<file path="src/rtl/sts_pkg.sv">
package sts_pkg;

   typedef enum logic [3:0] {
      ST_IDLE,
      ST_PRE_CPU_HI,
      ST_PRE_CPU_LO,
      ST_PRE_SCK,
      ST_LEAD,
      ST_BIT_HI,
      ST_BIT_LO,
      ST_POST_CPU_HI,
      ST_POST_CPU_LO,
      ST_POST_SCK,
      ST_FINISH
   } seq_state_t;

   typedef struct packed {
      logic pre_cpu;
      logic pre_sck;
      logic scan;
      logic post_cpu;
   } phase_en_t;

   // successor of the scan phase
   function automatic seq_state_t after_scan(phase_en_t en);
      return en.post_cpu ? ST_POST_CPU_HI : ST_FINISH;
   endfunction

   function automatic seq_state_t after_pre_sck(phase_en_t en);
      return en.scan ? ST_LEAD : after_scan(en);
   endfunction

   function automatic seq_state_t after_pre_cpu(phase_en_t en);
      return en.pre_sck ? ST_PRE_SCK : after_pre_sck(en);
   endfunction

   function automatic seq_state_t first_phase(phase_en_t en);
      return en.pre_cpu ? ST_PRE_CPU_HI : after_pre_cpu(en);
   endfunction

endpackage

</file>
<file path="src/rtl/sts_half_timer.sv">
// Counts one half clock period (two quarter periods) while run is high.
module sts_half_timer #(
   parameter int DIV_W = 16
) (
   input  logic             clk,
   input  logic             rst_n,
   input  logic             run,
   input  logic [DIV_W-1:0] qdiv,
   output logic             half_end
);
   localparam int CW = DIV_W + 1;

   logic [CW-1:0] cnt;
   logic [CW-1:0] limit;

   assign limit    = {qdiv, 1'b0} - CW'(1);
   assign half_end = run && (cnt == limit);

   always_ff @(posedge clk or negedge rst_n) begin
      if (!rst_n)        cnt <= '0;
      else if (!run)     cnt <= '0;
      else if (half_end) cnt <= '0;
      else               cnt <= cnt + CW'(1);
   end

   p_div_nonzero_r8: assert property (@(posedge clk) disable iff (!rst_n)
      run |-> (qdiv != '0));

endmodule

</file>
<file path="src/rtl/sts_event_counter.sv">
module sts_event_counter #(
   parameter int CNT_W = 32
) (
   input  logic             clk,
   input  logic             rst_n,
   input  logic             inc,
   output logic [CNT_W-1:0] count
);
   always_ff @(posedge clk or negedge rst_n) begin
      if (!rst_n)   count <= '0;
      else if (inc) count <= count + CNT_W'(1);
   end

   p_step_one_r4: assert property (@(posedge clk) disable iff (!rst_n)
      !inc |=> $stable(count));

endmodule

</file>
<file path="src/rtl/sts_scan_shifter.sv">
// Holds the captured transmit vector, drives MOSI and assembles the receive vector.
module sts_scan_shifter #(
   parameter  int MAX_BYTES = 8,
   localparam int VEC_W     = 8 * MAX_BYTES,
   localparam int IDX_W     = $clog2(VEC_W),
   localparam int NB_W      = $clog2(MAX_BYTES + 1)
) (
   input  logic             clk,
   input  logic             rst_n,
   input  logic             capture,
   input  logic [VEC_W-1:0] tx_in,
   input  logic [NB_W-1:0]  nbytes_in,
   input  logic             lead,
   input  logic             sample,
   input  logic             advance,
   input  logic             miso,
   output logic             mosi,
   output logic [VEC_W-1:0] rx,
   output logic             last_done
);
   logic [VEC_W-1:0] tx_q;
   logic [IDX_W-1:0] top_q;
   logic [IDX_W-1:0] idx;
   logic [VEC_W-1:0] tx_src;
   logic [IDX_W-1:0] top_new;
   logic [IDX_W-1:0] top_src;

   assign top_new = IDX_W'(int'(nbytes_in) * 8 - 1);
   assign tx_src  = capture ? tx_in   : tx_q;
   assign top_src = capture ? top_new : top_q;

   always_ff @(posedge clk or negedge rst_n) begin
      if (!rst_n) begin
         tx_q      <= '0;
         top_q     <= '0;
         idx       <= '0;
         mosi      <= 1'b0;
         last_done <= 1'b0;
      end else begin
         if (capture) begin
            tx_q  <= tx_in;
            top_q <= top_new;
         end
         if (lead) begin
            mosi      <= tx_src[top_src];
            idx       <= top_src;
            last_done <= 1'b0;
         end else if (advance) begin
            if (idx == '0) begin
               mosi      <= 1'b0;
               last_done <= 1'b1;
            end else begin
               mosi <= tx_q[idx - IDX_W'(1)];
               idx  <= idx - IDX_W'(1);
            end
         end
      end
   end

   for (genvar g = 0; g < VEC_W; g++) begin : g_rx
      always_ff @(posedge clk or negedge rst_n) begin
         if (!rst_n)                              rx[g] <= 1'b0;
         else if (capture)                        rx[g] <= 1'b0;
         else if (sample && idx == IDX_W'(g))     rx[g] <= miso;
      end
   end

   p_mosi_quiet_r7: assert property (@(posedge clk) disable iff (!rst_n)
      (last_done && !lead) |-> !mosi);

endmodule

</file>
<file path="src/rtl/scan_clock_sequencer.sv">
module scan_clock_sequencer
   import sts_pkg::*;
#(
   parameter  int MAX_BYTES = 8,
   parameter  int DIV_W     = 16,
   parameter  int CNT_W     = 32,
   localparam int VEC_W     = 8 * MAX_BYTES,
   localparam int NB_W      = $clog2(MAX_BYTES + 1)
) (
   input  logic             clk,
   input  logic             rst_n,
   input  logic             start,
   input  logic             en_pre_cpu,
   input  logic             en_pre_sck,
   input  logic             en_scan,
   input  logic             en_post_cpu,
   input  logic [DIV_W-1:0] quarter_div,
   input  logic [NB_W-1:0]  num_bytes,
   input  logic [VEC_W-1:0] tx_vec,
   input  logic             miso,
   output logic             sclk,
   output logic             cpu_clk,
   output logic             mosi,
   output logic [VEC_W-1:0] rx_vec,
   output logic             busy,
   output logic             done,
   output logic [CNT_W-1:0] sclk_count,
   output logic [CNT_W-1:0] cpu_count
);
   if (MAX_BYTES < 1) begin : g_bad_bytes
      $error("MAX_BYTES must be at least 1");
   end
   if (DIV_W < 2) begin : g_bad_div
      $error("DIV_W must be at least 2");
   end
   if (CNT_W < 1) begin : g_bad_cnt
      $error("CNT_W must be at least 1");
   end

   seq_state_t       state, nxt;
   phase_en_t        en_in, en_q;
   logic [DIV_W-1:0] q_q;
   logic             cfg_ok, accept, half_end, run, last_done;
   logic             lead, sample, advance, inc_sclk, inc_cpu;

   assign en_in  = '{pre_cpu: en_pre_cpu, pre_sck: en_pre_sck,
                     scan: en_scan, post_cpu: en_post_cpu};
   assign cfg_ok = (quarter_div != '0) && (num_bytes != '0) &&
                   (int'(num_bytes) <= MAX_BYTES);
   assign accept = start && (state == ST_IDLE) && cfg_ok;

   assign busy    = (state != ST_IDLE);
   assign done    = (state == ST_FINISH);
   assign run     = busy && !done;
   assign sclk    = (state == ST_PRE_SCK) || (state == ST_BIT_HI) ||
                    (state == ST_POST_SCK);
   assign cpu_clk = (state == ST_PRE_CPU_HI) || (state == ST_POST_CPU_HI);

   always_comb begin
      nxt = state;
      case (state)
         ST_IDLE:        if (accept) nxt = first_phase(en_in);
         ST_PRE_CPU_HI:  if (half_end) nxt = ST_PRE_CPU_LO;
         ST_PRE_CPU_LO:  if (half_end) nxt = after_pre_cpu(en_q);
         ST_PRE_SCK:     if (half_end) nxt = after_pre_sck(en_q);
         ST_LEAD:        if (half_end) nxt = ST_BIT_HI;
         ST_BIT_HI:      if (half_end) nxt = ST_BIT_LO;
         ST_BIT_LO:      if (half_end) nxt = last_done ? after_scan(en_q) : ST_BIT_HI;
         ST_POST_CPU_HI: if (half_end) nxt = ST_POST_CPU_LO;
         ST_POST_CPU_LO: if (half_end) nxt = ST_POST_SCK;
         ST_POST_SCK:    if (half_end) nxt = ST_FINISH;
         ST_FINISH:      nxt = ST_IDLE;
         default:        nxt = ST_IDLE;
      endcase
   end

   always_ff @(posedge clk or negedge rst_n) begin
      if (!rst_n) begin
         state <= ST_IDLE;
         en_q  <= '0;
         q_q   <= '0;
      end else begin
         state <= nxt;
         if (accept) begin
            en_q <= en_in;
            q_q  <= quarter_div;
         end
      end
   end

   assign lead     = (nxt == ST_LEAD) && (state != ST_LEAD);
   assign sample   = half_end && ((state == ST_LEAD) ||
                                  ((state == ST_BIT_LO) && !last_done));
   assign advance  = half_end && (state == ST_BIT_HI);
   assign inc_sclk = half_end && sclk;
   assign inc_cpu  = half_end && cpu_clk;

   sts_half_timer #(.DIV_W(DIV_W)) u_timer (
      .clk      (clk),
      .rst_n    (rst_n),
      .run      (run),
      .qdiv     (q_q),
      .half_end (half_end)
   );

   sts_scan_shifter #(.MAX_BYTES(MAX_BYTES)) u_shift (
      .clk       (clk),
      .rst_n     (rst_n),
      .capture   (accept),
      .tx_in     (tx_vec),
      .nbytes_in (num_bytes),
      .lead      (lead),
      .sample    (sample),
      .advance   (advance),
      .miso      (miso),
      .mosi      (mosi),
      .rx        (rx_vec),
      .last_done (last_done)
   );

   sts_event_counter #(.CNT_W(CNT_W)) u_sclk_cnt (
      .clk   (clk),
      .rst_n (rst_n),
      .inc   (inc_sclk),
      .count (sclk_count)
   );

   sts_event_counter #(.CNT_W(CNT_W)) u_cpu_cnt (
      .clk   (clk),
      .rst_n (rst_n),
      .inc   (inc_cpu),
      .count (cpu_count)
   );

   p_clk_excl_r2: assert property (@(posedge clk) disable iff (!rst_n)
      !(sclk && cpu_clk));

   p_reject_r8: assert property (@(posedge clk) disable iff (!rst_n)
      (start && !busy && !cfg_ok) |=> !busy);

   p_ignore_r9: assert property (@(posedge clk) disable iff (!rst_n)
      (start && busy) |=> $stable(q_q) && $stable(en_q));

   p_done_once_r10: assert property (@(posedge clk) disable iff (!rst_n)
      done |=> (!done && !busy));

   p_mosi_hold_r5: assert property (@(posedge clk) disable iff (!rst_n)
      (sclk && $past(sclk)) |-> $stable(mosi));

endmodule

</file>
<file path="config.mk">
export PLATFORM = sky130hd
export DESIGN_NAME = scan_clock_sequencer
export DESIGN_NICKNAME = d
export VERILOG_FILES = /design/src/rtl/sts_pkg.sv /design/src/rtl/sts_half_timer.sv /design/src/rtl/sts_event_counter.sv /design/src/rtl/sts_scan_shifter.sv /design/src/rtl/scan_clock_sequencer.sv
export SDC_FILE = /design/constraint.sdc
export NUM_CORES = 1
export LEC_CHECK = 0
export ABC_AREA = 1
export BUFFER_PORTS_ARGS = -buffer_cell sky130_fd_sc_hd__buf_4
export CAP_MARGIN = 30
export CORE_MARGIN = 3
export CORE_UTILIZATION = 59
export CTS_BUF_LIST = sky130_fd_sc_hd__clkbuf_2 sky130_fd_sc_hd__clkbuf_4 sky130_fd_sc_hd__clkbuf_8
export DETAILED_ROUTE_END_ITERATION = 8
export PLACE_DENSITY = 0.88
export SYNTH_ARGS = -nofsm -noshare
export SYNTH_HDL_FRONTEND = slang
export SYNTH_HIERARCHICAL = 1
export SYNTH_SLANG_ARGS = --single-unit
</file>
<file path="constraint.sdc">
create_clock -name clk -period 4.9 [get_ports clk]
set_input_delay 0.98 -clock clk [delete_from_list [all_inputs] [get_ports clk]]
set_output_delay 0.98 -clock clk [all_outputs]
set_load 0.005 [all_outputs]
</file>
==> run metrics <==
syn_nets 1992; simple-gate portion of the synthesized area 33.5%; Final Cell Area approximately 0.017 mm²; Max Root-Sink Buffers 3; Initial Util between 60 and 70%; routability-driven placement congestion ratio between 0.8 and 0.9; 1st-pass router iterations 5; worst reg2reg path depth 17; M2 GR Usage approximately half; Tightest Hold Check Type in2async; die area around 0.026 mm²; number of clock sinks ~250; worst-margin pin slew approximately 900 ps; crit-path most repeated cell inv_1; most common cell after layout, fill and taps aside nand2_1; Reg2Reg Setup Slack 740 ps; IO Pins ~230; sequential share of the synthesized area 43.6%; global-route wire length before repair between 60 and 70 mm; htree depth 2; Layout fillers between 1500 and 2000; unrepaired setup endpoints after global routing no; Mapped Area approximately 0.014 mm²; busiest grt layer met2; cell chain of the critical path inv_1 -> ha_1 -> nand3_1 -> nor2_1 -> nand2_1 -> xor2_1 -> inv_1 -> nor2_1 -> nand3_2 -> inv_1 -> inv_2 -> a2111oi_1 -> buf_4 -> nand3_1 -> o21ai_0 -> mux2i_1 -> inv_1; Synth Area in XOR/XNOR between 3 and 4%; post-CTS sizing 0; core area 0.0231 mm²; Mapped Cells 1890; port bufs between 200 and 250; Slew HR 40.1%; type of origin of the critical path register; met3 Usage GRT roughly 5.6%; Synth top area share between 40% and 50%; Reg clk slew, reported paths about 60 ps; Critical Path Sink Type register; min cycle time layout 4160 ps; setup bufs post-CTS 0; area fraction in compound gates after synthesis 6.59%; Crit Path Class reg2reg; ant diodes 0; reg2reg start q_q[0]$_DFFE_PN0N_; Residual DRC 0; final-report setup violation count 0; setup TNS 0 ps; Slew Viols, Final 0; TritonCTS clock tree done; drt via density ~5.5; Final Skew around 30 ps; Final Hold Viols 0; Rows 55; initial antenna violation count 0; CTS Buf Count 43; synth-to-layout area growth 18.8%; reg2reg end u_shift/rx[40]$_DFFE_PN0P_; GRT Residual Overflow 0; Leak Pwr approximately 8.6 nW; All-Layer GR Usage 30.4%; yosys warns 6; DRT iter0 DRCs 1376; status finished, final reports clean; Synth cell types 43; PwrDens ~480 mW/mm²; Via Count 13588; mux share of post-synthesis cell area roughly 2.8%; Tcrit/Tclk final about 85%; slowest cell on the critical path o21ai_0; fmax about 240 MHz; Arr. time, crit path ~4600 ps; post-synthesis sequential element count between 200 and 250; chip width 161 µm; Clock Latency Late Sink between 500 and 600 ps; CP Max Fanout 16; Hold Buf Count CTS 0; Adder-Cell Fraction of Synth Area less than 1%; number of global-route vias before repair roughly 13000; Root Buffer clkbuf_8; DR WL/cell roughly 16 µm; leading area contributor after synthesis dfrtp_1; Detail Placement HPWL 28.6 mm; Area after DPL roughly 0.016 mm²; largest net degree at the start of global routing 122; synth top area cells dfrtp_1 44%, nand2_1 16%, nand3_1 6.5%; largest family of logic cells by synthesized area simple AND/OR/NAND/NOR gates; Final Net Count around 2200; WP data required between 5000 and 6000 ps; total power between 8 and 9 mW; final wirelength 40.0 mm; Syn Area/Cell around 7.5 µm²; share of cells above drive strength 1 approximately a fifth; commonest non-fill, non-tap cells in the layout 608 x nand2_1, 246 x dfrtp_1, 232 x buf_4, 205 x inv_1; ANT nets after route 0; die height approximately 160 µm; IR drop worst, VDD ~0.35 mV; Global Route met1 Usage between 30% and 40%; CP max stage delay about 480 ps; max-cap viol count 0
-- flip-flops by register name (all words and copies together) (netlist names) --
signal	count
u_shift/mosi	1
q_q	16
u_shift/last_done	1
u_shift/rx	64
u_timer/cnt	17
u_shift/tx_q	64
en_q	3
u_shift/idx	6
u_sclk_cnt/count	32
u_cpu_cnt/count	32
state	4
u_shift/top_q	6
-- layout make-up --
| class | instances | area (µm²) | share of cell area, % |
|---|---|---|---|
| clock inverters | 8 | 82.6 | 0.493 |
| inverters | 222 | 845 | 5.04 |
| flip-flops and latches | 246 | 6160 | 36.7 |
| clock buffers | 64 | 806 | 4.81 |
| well taps | 313 | 392 | 2.34 |
| multi-input cells | 1363 | 6720 | 40.1 |
| repair buffers | 233 | 1760 | 10.5 |
-- worst max-delay path: cells and delay by family (launching register included) --
family / cells / cell delay (ps)
simple gates: 6 / 1270
compound gates: 2 / 880
buf+inv: 6 / 860
flops: 1 / 400
mux: 1 / 260
fa+ha+maj: 1 / 220
xor+xnor: 1 / 150
-- layer usage --
| metal | wire, µm | up-vias | share of wire [%] |
|---|---|---|---|
| li1 | - | 6397 | - |
| met1 | 16300 | 6422 | 41 |
| met2 | 19400 | 652 | 48 |
| met3 | 3030 | 117 | 7.6 |
| met4 | 1260 | 0 | 3.2 |
| met5 | 0 | - | 0 |
-- synth_stat cells --
cell type,count
nand2_1,608
dfrtp_1,246
inv_1,205
nand3_1,183
nor2_1,183
o21ai_0,78
a21oi_1,57
xor2_1,41
mux2i_1,40
buf_2,32
nor2_2,21
nand2_2,19
xnor2_1,18
inv_2,14
nor2_4,13
nor3_1,13
buf_6,12
nand3b_1,12
nand4_1,11
ha_1,10
o21ai_2,10
clkbuf_1,9
nand3_2,7
nand2_4,6
a31oi_1,5
o21ai_1,5
a22oi_1,4
and2_1,4
o221ai_1,4
buf_4,3
buf_8,2
inv_6,2
nor2_8,2
o22ai_1,2
a2111oi_0,1
a211oi_1,1
a22o_1,1
clkbuf_2,1
clkinv_2,1
nand3_4,1
o31ai_1,1
or2_2,1
xor2_2,1
-- where the power goes --
group | total [mW] | internal, mW | switching, mW
clock | 1.96 | 1.11 | 0.856
combinational | 2.98 | 1.12 | 1.85
sequential | 3.09 | 2.62 | 0.468
-- worst max-delay path by stage --
stage | start | slack [ps] | depth (start not counted) | endpoint
6_report | q_q[0]$_DFFE_PN0N_ | 740 | 17 | u_shift/rx[40]$_DFFE_PN0P_
5_1_grt | state[1]$_DFF_PN0_ | 300 | 21 | u_shift/rx[40]$_DFFE_PN0P_
4_1_cts | q_q[0]$_DFFE_PN0N_ | 750 | 17 | u_shift/rx[40]$_DFFE_PN0P_
3_5_place_dp | q_q[0]$_DFFE_PN0N_ | 780 | 17 | u_shift/rx[40]$_DFFE_PN0P_
3_3_place_gp | quarter_div[1] | 970 | 12 | u_shift/rx[28]$_DFFE_PN0P_
2_1_floorplan | state[2]$_DFF_PN0_ | 1170 | 22 | u_shift/rx[36]$_DFFE_PN0P_
-- metrics by stage --
stage | cells | hold slack [ps] | util, % | setup WS, ps
floorplan | 1890 | 451 | - | 1170
global placement | 2377 | 460 | 68.8 | 974
detailed placement | 2377 | 474 | 68.8 | 780
CTS | 2449 | 487 | 72.7 | 751
global route | 2449 | 498 | 72.7 | 299
finish | 2449 | 488 | 72.7 | 742
-- kinds of logic (layout without fill, tap and decap cells) --
kind of cell	Yosys count	after routing
compound gates	169	169
simple gates	1084	1084
buf+inv	281	527
flops	246	246
mux	40	40
xor+xnor	60	60
fa+ha+maj	10	10
Note: power is estimated with default switching activity, not from simulation.
